--- config.mk ---
export PLATFORM = sky130hd
export DESIGN_NAME = i2c_rx_stretch
export DESIGN_NICKNAME = d
export VERILOG_FILES = /design/src/rtl/i2c_rx_pkg.sv /design/src/rtl/i2c_rx_sync.sv /design/src/rtl/i2c_rx_frame.sv /design/src/rtl/i2c_rx_regs.sv /design/src/rtl/i2c_rx_stretch.sv
export SDC_FILE = /design/constraint.sdc
export NUM_CORES = 1
export LEC_CHECK = 0
export BUFFER_PORTS_ARGS = -buffer_cell sky130_fd_sc_hd__buf_2
export CAP_MARGIN = 40
export CORE_ASPECT_RATIO = 2
export CORE_UTILIZATION = 37
export CTS_BUF_LIST = sky130_fd_sc_hd__clkbuf_2
export DETAILED_ROUTE_END_ITERATION = 16
export GPL_TIMING_DRIVEN = 0
export PLACE_DENSITY = 0.54
export SYNTH_ARGS = -nofsm -noshare
export SYNTH_HDL_FRONTEND = slang
export SYNTH_SLANG_ARGS = --single-unit
--- constraint.sdc ---
create_clock -name clk -period 3.26 [get_ports clk]
set_input_delay 0.652 -clock clk [delete_from_list [all_inputs] [get_ports clk]]
set_output_delay 0.652 -clock clk [all_outputs]
set_load 0.01 [all_outputs]
--- src/rtl/i2c_rx_pkg.sv ---
package i2c_rx_pkg;
   typedef enum logic [1:0] {FR_IDLE, FR_ADDR, FR_DATA, FR_SKIP} fr_state_e;

   localparam logic [1:0] RA_CTRL = 2'd0;
   localparam logic [1:0] RA_OWN  = 2'd1;
   localparam logic [1:0] RA_STAT = 2'd2;
   localparam logic [1:0] RA_DATA = 2'd3;

   localparam int CB_HOLD  = 0;
   localparam int CB_ACK   = 1;
   localparam int CB_IRQEN = 2;
   localparam int CB_SMASK = 3;
   localparam int CB_ALTEN = 4;
   localparam int CTRL_W   = 5;

   localparam int SB_STOP = 1;
   localparam int SB_IRQ  = 2;
   localparam int SB_ALT  = 5;
endpackage

--- src/rtl/i2c_rx_sync.sv ---
module i2c_rx_sync #(
   parameter int STAGES = 2
) (
   input  logic clk,
   input  logic rst_n,
   input  logic scl_in,
   input  logic sda_in,
   output logic sda_s,
   output logic scl_rise,
   output logic scl_fall,
   output logic start_evt,
   output logic stop_evt
);
   localparam int LINES = 2;

   if (STAGES < 2) begin : g_bad_stages
      $error("i2c_rx_sync: STAGES must be at least 2");
   end

   logic [LINES-1:0] line_raw;
   logic [LINES-1:0] line_s;
   logic [LINES-1:0] line_prev;

   assign line_raw = {sda_in, scl_in};

   for (genvar g = 0; g < LINES; g++) begin : g_line
      logic [STAGES-1:0] chain;
      always_ff @(posedge clk or negedge rst_n) begin
         if (!rst_n) chain <= '1;
         else        chain <= {chain[STAGES-2:0], line_raw[g]};
      end
      assign line_s[g] = chain[STAGES-1];
   end

   always_ff @(posedge clk or negedge rst_n) begin
      if (!rst_n) line_prev <= '1;
      else        line_prev <= line_s;
   end

   assign sda_s     = line_s[1];
   assign scl_rise  = line_s[0] & ~line_prev[0];
   assign scl_fall  = ~line_s[0] & line_prev[0];
   assign start_evt = line_prev[1] & ~line_s[1] & line_s[0] & line_prev[0];
   assign stop_evt  = ~line_prev[1] & line_s[1] & line_s[0] & line_prev[0];
endmodule

--- src/rtl/i2c_rx_frame.sv ---
module i2c_rx_frame
   import i2c_rx_pkg::*;
#(
   parameter int DATA_W = 8
) (
   input  logic              clk,
   input  logic              rst_n,
   input  logic              scl_rise,
   input  logic              scl_fall,
   input  logic              sda_s,
   input  logic              start_evt,
   input  logic              stop_evt,
   input  logic [DATA_W-2:0] own_addr,
   input  logic              ack_val,
   output logic              sda_low,
   output logic [DATA_W-1:0] byte_q,
   output logic              addr_done,
   output logic              data_done,
   output logic              dir_rd,
   output logic              hold_req
);
   localparam int CNT_W = $clog2(DATA_W + 1);
   localparam logic [CNT_W-1:0] LAST = CNT_W'(DATA_W);

   fr_state_e        st;
   logic [CNT_W-1:0] cnt;
   logic             ninth;
   logic             active;
   logic             ninth_rise;
   logic             addr_hit;

   assign active     = (st == FR_ADDR) || (st == FR_DATA);
   assign ninth_rise = active && scl_rise && (cnt == LAST) && !ninth;
   assign addr_done  = ninth_rise && (st == FR_ADDR);
   assign data_done  = ninth_rise && (st == FR_DATA);
   assign dir_rd     = byte_q[0];
   assign hold_req   = (st == FR_DATA) && scl_fall && ninth;
   assign addr_hit   = (byte_q[DATA_W-1:1] == own_addr);

   always_ff @(posedge clk or negedge rst_n) begin
      if (!rst_n) begin
         st      <= FR_IDLE;
         cnt     <= '0;
         ninth   <= 1'b0;
         sda_low <= 1'b0;
         byte_q  <= '0;
      end else if (start_evt) begin
         st      <= FR_ADDR;
         cnt     <= '0;
         ninth   <= 1'b0;
         sda_low <= 1'b0;
      end else if (stop_evt) begin
         st      <= FR_IDLE;
         cnt     <= '0;
         ninth   <= 1'b0;
         sda_low <= 1'b0;
      end else if (active) begin
         if (scl_rise && cnt != LAST) begin
            byte_q <= {byte_q[DATA_W-2:0], sda_s};
            cnt    <= cnt + CNT_W'(1);
         end else if (ninth_rise) begin
            ninth <= 1'b1;
         end else if (scl_fall && cnt == LAST) begin
            if (ninth) begin
               sda_low <= 1'b0;
               cnt     <= '0;
               ninth   <= 1'b0;
               if (st == FR_ADDR) st <= byte_q[0] ? FR_SKIP : FR_DATA;
            end else if (st == FR_ADDR) begin
               if (addr_hit) sda_low <= 1'b1;
               else          st      <= FR_SKIP;
            end else begin
               sda_low <= ~ack_val;
            end
         end
      end
   end


   skip_silent_chk: assert property (@(posedge clk) disable iff (!rst_n)
      (st == FR_SKIP) |-> !sda_low);


   ack_slot_chk: assert property (@(posedge clk) disable iff (!rst_n)
      sda_low |-> (cnt == LAST));
endmodule

--- src/rtl/i2c_rx_regs.sv ---
module i2c_rx_regs
   import i2c_rx_pkg::*;
#(
   parameter int                DATA_W   = 8,
   parameter logic [DATA_W-2:0] OWN_RST  = '0
) (
   input  logic              clk,
   input  logic              rst_n,
   input  logic [1:0]        host_addr,
   input  logic              host_wr,
   input  logic              host_rd,
   input  logic [DATA_W-1:0] host_wdata,
   output logic [DATA_W-1:0] host_rdata,
   input  logic              start_evt,
   input  logic              stop_evt,
   input  logic              addr_done,
   input  logic              dir_rd,
   input  logic              data_done,
   input  logic [DATA_W-1:0] byte_in,
   input  logic              hold_req,
   output logic [DATA_W-2:0] own_addr,
   output logic              ack_val,
   output logic              scl_low,
   output logic              full,
   output logic              irq
);
   if (DATA_W < CTRL_W + 1) begin : g_bad_width
      $error("i2c_rx_regs: DATA_W too narrow for the status register");
   end

   logic [CTRL_W-1:0] ctrl_q;
   logic [DATA_W-2:0] own_q;
   logic [DATA_W-1:0] buf_q;
   logic busy_q, stop_q, irq_q, full_q, txdir_q, alt_q, stretch_q;
   logic wr_ctrl, wr_own, wr_stat, rd_data, irq_set, alt_set;

   assign wr_ctrl = host_wr && (host_addr == RA_CTRL);
   assign wr_own  = host_wr && (host_addr == RA_OWN);
   assign wr_stat = host_wr && (host_addr == RA_STAT);
   assign rd_data = host_rd && (host_addr == RA_DATA);
   assign irq_set = addr_done | data_done | (stop_evt & ~ctrl_q[CB_SMASK]);
   assign alt_set = data_done & ctrl_q[CB_ALTEN];

   always_ff @(posedge clk or negedge rst_n) begin
      if (!rst_n) begin
         ctrl_q    <= '0;
         own_q     <= OWN_RST;
         buf_q     <= '0;
         busy_q    <= 1'b0;
         stop_q    <= 1'b0;
         irq_q     <= 1'b0;
         full_q    <= 1'b0;
         txdir_q   <= 1'b0;
         alt_q     <= 1'b0;
         stretch_q <= 1'b0;
      end else begin
         if (wr_ctrl) ctrl_q <= host_wdata[CTRL_W-1:0];
         if (wr_own)  own_q  <= host_wdata[DATA_W-1:1];

         if (start_evt)     busy_q <= 1'b1;
         else if (stop_evt) busy_q <= 1'b0;

         if (stop_evt)                           stop_q <= 1'b1;
         else if (wr_stat && !host_wdata[SB_STOP]) stop_q <= 1'b0;

         if (irq_set)                            irq_q <= 1'b1;
         else if (wr_stat && !host_wdata[SB_IRQ]) irq_q <= 1'b0;

         if (alt_set)                            alt_q <= 1'b1;
         else if (wr_stat && !host_wdata[SB_ALT]) alt_q <= 1'b0;

         if (addr_done && dir_rd) txdir_q <= 1'b1;
         else if (start_evt)      txdir_q <= 1'b0;

         if (data_done) begin
            buf_q  <= byte_in;
            full_q <= 1'b1;
         end else if (rd_data) begin
            full_q <= 1'b0;
         end

         if (rd_data)                                       stretch_q <= 1'b0;
         else if (hold_req && ctrl_q[CB_HOLD] && full_q)    stretch_q <= 1'b1;
      end
   end

   always_comb begin
      unique case (host_addr)
         RA_CTRL: host_rdata = DATA_W'(ctrl_q);
         RA_OWN:  host_rdata = {own_q, 1'b0};
         RA_STAT: host_rdata = DATA_W'({alt_q, txdir_q, full_q, irq_q, stop_q, busy_q});
         default: host_rdata = buf_q;
      endcase
   end

   assign own_addr = own_q;
   assign ack_val  = ctrl_q[CB_ACK];
   assign scl_low  = stretch_q;
   assign full     = full_q;
   assign irq      = irq_q & ctrl_q[CB_IRQEN];


   stop_clears_busy_chk: assert property (@(posedge clk) disable iff (!rst_n)
      (stop_evt && !start_evt) |=> (!busy_q && stop_q));


   txdir_set_chk: assert property (@(posedge clk) disable iff (!rst_n)
      (addr_done && dir_rd) |=> txdir_q);


   load_sets_full_chk: assert property (@(posedge clk) disable iff (!rst_n)
      data_done |=> (full_q && irq_q));


   read_clears_full_chk: assert property (@(posedge clk) disable iff (!rst_n)
      (rd_data && !data_done) |=> (!full_q && !stretch_q));


   stop_masked_irq_chk: assert property (@(posedge clk) disable iff (!rst_n)
      (stop_evt && ctrl_q[CB_SMASK] && !addr_done && !data_done && !irq_q) |=> !irq_q);


   wr_clear_irq_chk: assert property (@(posedge clk) disable iff (!rst_n)
      (wr_stat && !host_wdata[SB_IRQ] && !addr_done && !data_done && !stop_evt) |=> !irq_q);


   no_hold_chk: assert property (@(posedge clk) disable iff (!rst_n)
      (!ctrl_q[CB_HOLD] && !stretch_q) |=> !stretch_q);
endmodule

--- src/rtl/i2c_rx_stretch.sv ---
module i2c_rx_stretch #(
   parameter int              DATA_W       = 8,
   parameter int              SYNC_STAGES  = 2,
   parameter logic [DATA_W-2:0] OWN_ADDR_RST = 7'h2A
) (
   input  logic              clk,
   input  logic              rst_n,
   input  logic              scl_i,
   input  logic              sda_i,
   output logic              scl_low_o,
   output logic              sda_low_o,
   input  logic [1:0]        host_addr,
   input  logic              host_wr,
   input  logic              host_rd,
   input  logic [DATA_W-1:0] host_wdata,
   output logic [DATA_W-1:0] host_rdata,
   output logic              irq_o
);
   logic              sda_s, scl_rise, scl_fall, start_evt, stop_evt;
   logic [DATA_W-2:0] own_addr;
   logic              ack_val, addr_done, data_done, dir_rd, hold_req, full_w;
   logic [DATA_W-1:0] byte_w;

   i2c_rx_sync #(.STAGES(SYNC_STAGES)) u_sync (
      .clk(clk), .rst_n(rst_n), .scl_in(scl_i), .sda_in(sda_i),
      .sda_s(sda_s), .scl_rise(scl_rise), .scl_fall(scl_fall),
      .start_evt(start_evt), .stop_evt(stop_evt)
   );

   i2c_rx_frame #(.DATA_W(DATA_W)) u_frame (
      .clk(clk), .rst_n(rst_n), .scl_rise(scl_rise), .scl_fall(scl_fall),
      .sda_s(sda_s), .start_evt(start_evt), .stop_evt(stop_evt),
      .own_addr(own_addr), .ack_val(ack_val), .sda_low(sda_low_o),
      .byte_q(byte_w), .addr_done(addr_done), .data_done(data_done),
      .dir_rd(dir_rd), .hold_req(hold_req)
   );

   i2c_rx_regs #(.DATA_W(DATA_W), .OWN_RST(OWN_ADDR_RST)) u_regs (
      .clk(clk), .rst_n(rst_n), .host_addr(host_addr), .host_wr(host_wr),
      .host_rd(host_rd), .host_wdata(host_wdata), .host_rdata(host_rdata),
      .start_evt(start_evt), .stop_evt(stop_evt), .addr_done(addr_done),
      .dir_rd(dir_rd), .data_done(data_done), .byte_in(byte_w),
      .hold_req(hold_req), .own_addr(own_addr), .ack_val(ack_val),
      .scl_low(scl_low_o), .full(full_w), .irq(irq_o)
   );


   hold_needs_full_chk: assert property (@(posedge clk) disable iff (!rst_n)
      scl_low_o |-> full_w);
endmodule

; Yosys cells after proc, flatten, opt, wreduce, memory -nomap -nowiden
; Cells that the tools add are included.
[word_totals]
reg_bits = 49
out_inout_bits = 11
[op_classes]
add_sub_neg = 1
n_eq_ne = 13
mux = 48
bitwise_logic = 21
n_reduce_logical = 43
[ops]
columns = op, count
row1 = $mux 1, 30
row2 = $mux 4, 7
row3 = $pmux 8 s3, 1
row4 = $mux 2, 10
row5 = $logic_and 1x1->1, 19
row6 = $reduce_bool 2->1, 7
row7 = $reduce_bool 4->1, 3
row8 = $and 1x1->1, 11
row9 = $reduce_bool 3->1, 3
row10 = $not 1->1, 8
row11 = $reduce_and 4->1, 2
row12 = $eq 7x7->1, 1
row13 = $eq 2x2->1 const B, 3
row14 = $ne 3x2->1 const B, 2
row15 = $reduce_and 6->1, 1
row16 = $ne 5x2->1 const B, 1
row17 = $reduce_and 5->1, 1
row18 = $add 4x1->4 const B, 1
row19 = $eq 2x1->1 const B, 2
row20 = $eq 4x4->1 const B, 1
row21 = $logic_not 1->1, 4
row22 = $ne 4x2->1 const B, 1
row23 = $ne 4x3->1 const B, 1
row24 = $ne 4x4->1 const B, 1
row25 = 4 further kinds, 5

; Longest topological paths before layout
[logic_depth]
ltp_word = 10
mapped_depth = 7
depth_no_buf = 6

; Hierarchy
; From an unflattened synthesis, not the netlist that was laid out.
[hier_totals]
cells_unflattened = 177
area_unflattened_um2 = 2418.6
[by_module_without_submodules]
columns = module, n_inst, cells_each, area_per_inst_um2
row1 = i2c_rx_regs, 1, 85, 1303.8
row2 = i2c_rx_frame, 1, 82, 924.6
row3 = i2c_rx_sync, 1, 10, 190.2

; Least setup slack after synthesis
; No wires, ideal clock.
[synth_path]
kind = input to output
startpoint = input host_addr[0]
endpoint = output host_rdata[5]
arrival_ns = 1.336
slack_ns = 1.272
stages = 4
n_path_buf = 1
cell_sequence = buf_2 mux2_2 nand2_1 o21ai_0
[synth_via]
elab_chain_cells = 2
elab_cells_between_ends = 4
cone_classes = eq/ne: 2 / mux: 1 / reduce/logical: 1
[synth_rtl]
columns = item, line
row1 = start: declaration, i2c_rx_stretch.sv:12  ; input logic [1:0] host_addr,
row2 = "$eq 2x2->1, or another cell as far along", i2c_rx_regs.sv:88  ; unique case (host_addr)
row3 = $pmux 8 s3 (*), i2c_rx_regs.sv:88
row4 = end: declaration, i2c_rx_stretch.sv:16  ; output logic [DATA_W-1:0] host_rdata,
; Every way passes the cells marked *; elsewhere a longest branch is shown, timed or not.

; Worst setup path in the final report
[layout_path]
startpoint = input host_addr[1]
endpoint = output host_rdata[1]
; Same word-level chain as after synthesis.

==> out/summary.txt <==
Hold Fails Final Rpt -> 0
Endpoints failing setup -> 0
First-pass GRT wire length -> 7886 µm
Post-synthesis mux area share -> 20.46%
CTS H-tree depth -> 2
Row count -> 40
Setup TNS -> 0 ns
Area post-placement -> 0.002596 mm²
Number of cells after detailed placement -> 292
Reg2Reg Depth -> 6
Cell count after synthesis -> 180
Compound-Gate Fraction of Synth Area -> 6.856%
Clk slew on worst S/H paths -> 0.24 ns
Crit-path max FO -> 10
Tightest Hold Check Type -> in -> async
Synth Flop Type -> dfrtp_1
Skew final -> 0.02440 ns
Total core area -> 0.006056 mm²
CTS tree -> done
Top cell by count, worst path -> buf_2
Starting Density -> 38.57%
Largest net degree at the start of global routing -> 37
Post-DRT Antenna Nets -> 0
Post-synthesis area per instance -> 12.98 µm²
N_diodes -> 0
Via density -> 5.037
Crit path kind -> in -> out
Via count -> 1,511
Warning count from the yosys run -> 0
Synth Area in XOR/XNOR -> 3.749%
DRT iter0 DRCs -> 60
Layout Cells excl Fill -> 300
Largest family of logic cells by synthesized area -> multiplexers
Final Core Density -> 43.97%
Post-detail-place hpwl -> 3738 µm
Tot Pwr -> 1.424 mW
Num CTS Buffers -> 5
NetSw -> 0.4269 mW
Crit path max-delay cell type -> clkbuf_1
Max incr delay on CP -> 0.46 ns
Port bufs -> 26
Switching Share -> 29.98%
Synth Cell Area -> 0.002336 mm²
Setup Fix Bufs, Post-CTS -> 0
Fraction of layout instances using a drive strength above 1 -> 38.89%
Number of max-cap violations -> 0
Remaining DRCs -> 0
Crit. End Element -> output pin
WP depth -> 4
Gr usage total -> 15.94%
Die extent in y -> 114.4 µm
Combinational Power Share -> 20.7%
Max-slew violations -> 0
Reg power frac -> 56.7%
Sequential area share after synthesis -> 52.97%
Post-CTS sizing -> 0
Area grow syn2layout -> 13.98%
Buf/Inv on CP -> 3
Pleak -> 1.252 nW
Clk buf depth -> 2
Delay-heaviest family, CP -> buffers and inverters
Overflow after GRT -> 0
Vias in the first global route -> 1,564
Min Tclk post-route -> 2.435 ns
Initial antenna violation count -> 0
Final net count -> 235
Final GP Congestion -> 0.7439
Setup ws final -> 0.8247 ns
Critical-path cell list -> buf_2, clkbuf_1, mux4_2, buf_2
Worst EP required -> 2.61 ns
Post-synth ARST share -> 100.0%
Root buf cell -> clkbuf_2
Syn_nets -> 200
WP data arrival -> 1.78 ns
Post-route cell area -> 0.002663 mm²
Adder-Cell Fraction of Synth Area -> 2.142%
Die X -> 58.19 µm
Int Pwr -> 0.9972 mW
Crit start category -> input port
Dpl ws -> 0.7888 ns
Worst vdd ir -> 294.0 µV
EDFF count, synth -> 0
Final Cycle Share -> 74.70%
PD cells -> 534.9 mW/mm²
Achievable clock frequency -> 410.6 MHz
CTS Sinks -> 49
Post-Synth Simple-Gate Area -> 11.94%
CTS Hold Bufs -> 0
Status -> finished, final reports clean
Final hold slack -> 0.07385 ns
RSZ-0062 raised after global routing -> no
Detailed Route WL -> 4700 µm
Post-synth cell types -> 43
DRT Pass-1 Iters -> 3
Worst slew pin tran -> 0.5661 ns
Die ar. -> 0.006655 mm²
WL per Instance -> 15.67 µm
Worst slew margin -> 62.26%
Clock share of power -> 22.6%
#FFs+latches synth -> 49
Worst skew pair latency -> 0.43 ns
I/O Pins -> 27
registers in the layout, indices dropped and copies added, names as in the netlist:
| signal | cells |
|---|---|
| u_frame.byte_q | 8 |
| u_regs.buf_q | 8 |
| u_regs.own_addr | 7 |
| u_regs.ctrl_q | 5 |
| u_frame.cnt | 4 |
| u_sync.g_line.chain | 4 |
| u_frame.st | 2 |
| u_sync.line_prev | 2 |
| u_frame.ninth | 1 |
| u_frame.sda_low | 1 |
| u_regs.alt_q | 1 |
| u_regs.busy_q | 1 |
| u_regs.full | 1 |
| u_regs.irq_q | 1 |
| u_regs.scl_low | 1 |
| u_regs.stop_q | 1 |
| u_regs.txdir_q | 1 |
per-layer routing:
layer / up-vias / global-route usage (%) / routed length, µm
met2: 24 / 29.43 / 2671
met1: 755 / 16.92 / 1773
met3: 10 / 2.260 / 104
li1: 722 / - / -
met5: - / 0 / 0
met4: 0 / 8.095 / 150
power by group through the flow:
stage	registers (mW)	clock network, mW	logic, mW
after CTS	0.811	0.338	0.300
after floorplan	0.788	0	0.215
after global placement	0.822	0	0.290
after global routing	0.827	0.358	0.332
after detailed placement	0.824	0	0.298
final	0.807	0.322	0.295
final cells by class:
class / instances / area [µm²]
Buffer: 3 / 13.76
Clock buffer: 5 / 25.02
Timing Repair Buffer: 28 / 155.1
Clock inverter: 3 / 41.29
Tap cell: 84 / 105.1
Fill cell: 586 / 3393
Sequential cell: 49 / 1237
Multi-Input combinational cell: 120 / 1055
Inverter: 8 / 30.03
cell usage in the layout, fill, tap and decap left out, types with 4 or more instances in the layout:
cell type,instances
dfrtp_1,40
nor2b_1,4
mux2_4,8
mux2_2,22
ha_1,4
clkbuf_2,5
inv_1,8
buf_2,29
o21ai_0,9
xnor2_1,7
nand2_1,15
mux4_2,4
nor2_1,4
dfstp_2,9
Yosys cell counts (4+ instances only):
master	count	area (µm²)
inv_1	8	30.03
ha_1	4	50.05
nand2_1	15	56.30
dfrtp_1	40	1001
xnor2_1	7	61.31
nor2b_1	4	25.02
o21ai_0	9	45.04
mux2_4	8	120.1
nor2_1	4	15.01
dfstp_2	9	236.5
mux4_2	4	90.09
mux2_2	22	247.7
worst reg2reg max path: stages, from the launching register on:
cell      delay, ns
dfrtp_1        0.43
inv_1          0.07
ha_1           0.34
and4bb_1       0.38
and4b_4        0.31
nand2_4        0.14
mux2_4         0.33
path summary, 6_finish.rpt:
kind	from	endpoint	slack [ns]
max in group asynchronous	rst_n	u_regs.own_addr[5]	2.61
min in group clk	sda_i	u_sync.g_line[1].chain[0]	0.30
hold / removal	rst_n	u_regs.ctrl_q[1]	0.07
setup reg to reg	u_frame.st[0]	u_regs.buf_q[1]	1.21
hold reg to reg	u_sync.g_line[1].chain[0]	u_sync.g_line[1].chain[1]	0.37
setup / recovery	host_addr[1]	host_rdata[1]	0.82
cell families after synthesis:
kind of cell / Yosys count
buffers and inverters: 11
AO/OA/AOI/OAI: 24
multiplexers: 36
AND/OR/NAND/NOR: 46
adder cells (fa/ha/maj): 4
flip-flops: 49
XOR/XNOR: 10
Note: power is estimated with default switching activity, not from simulation.
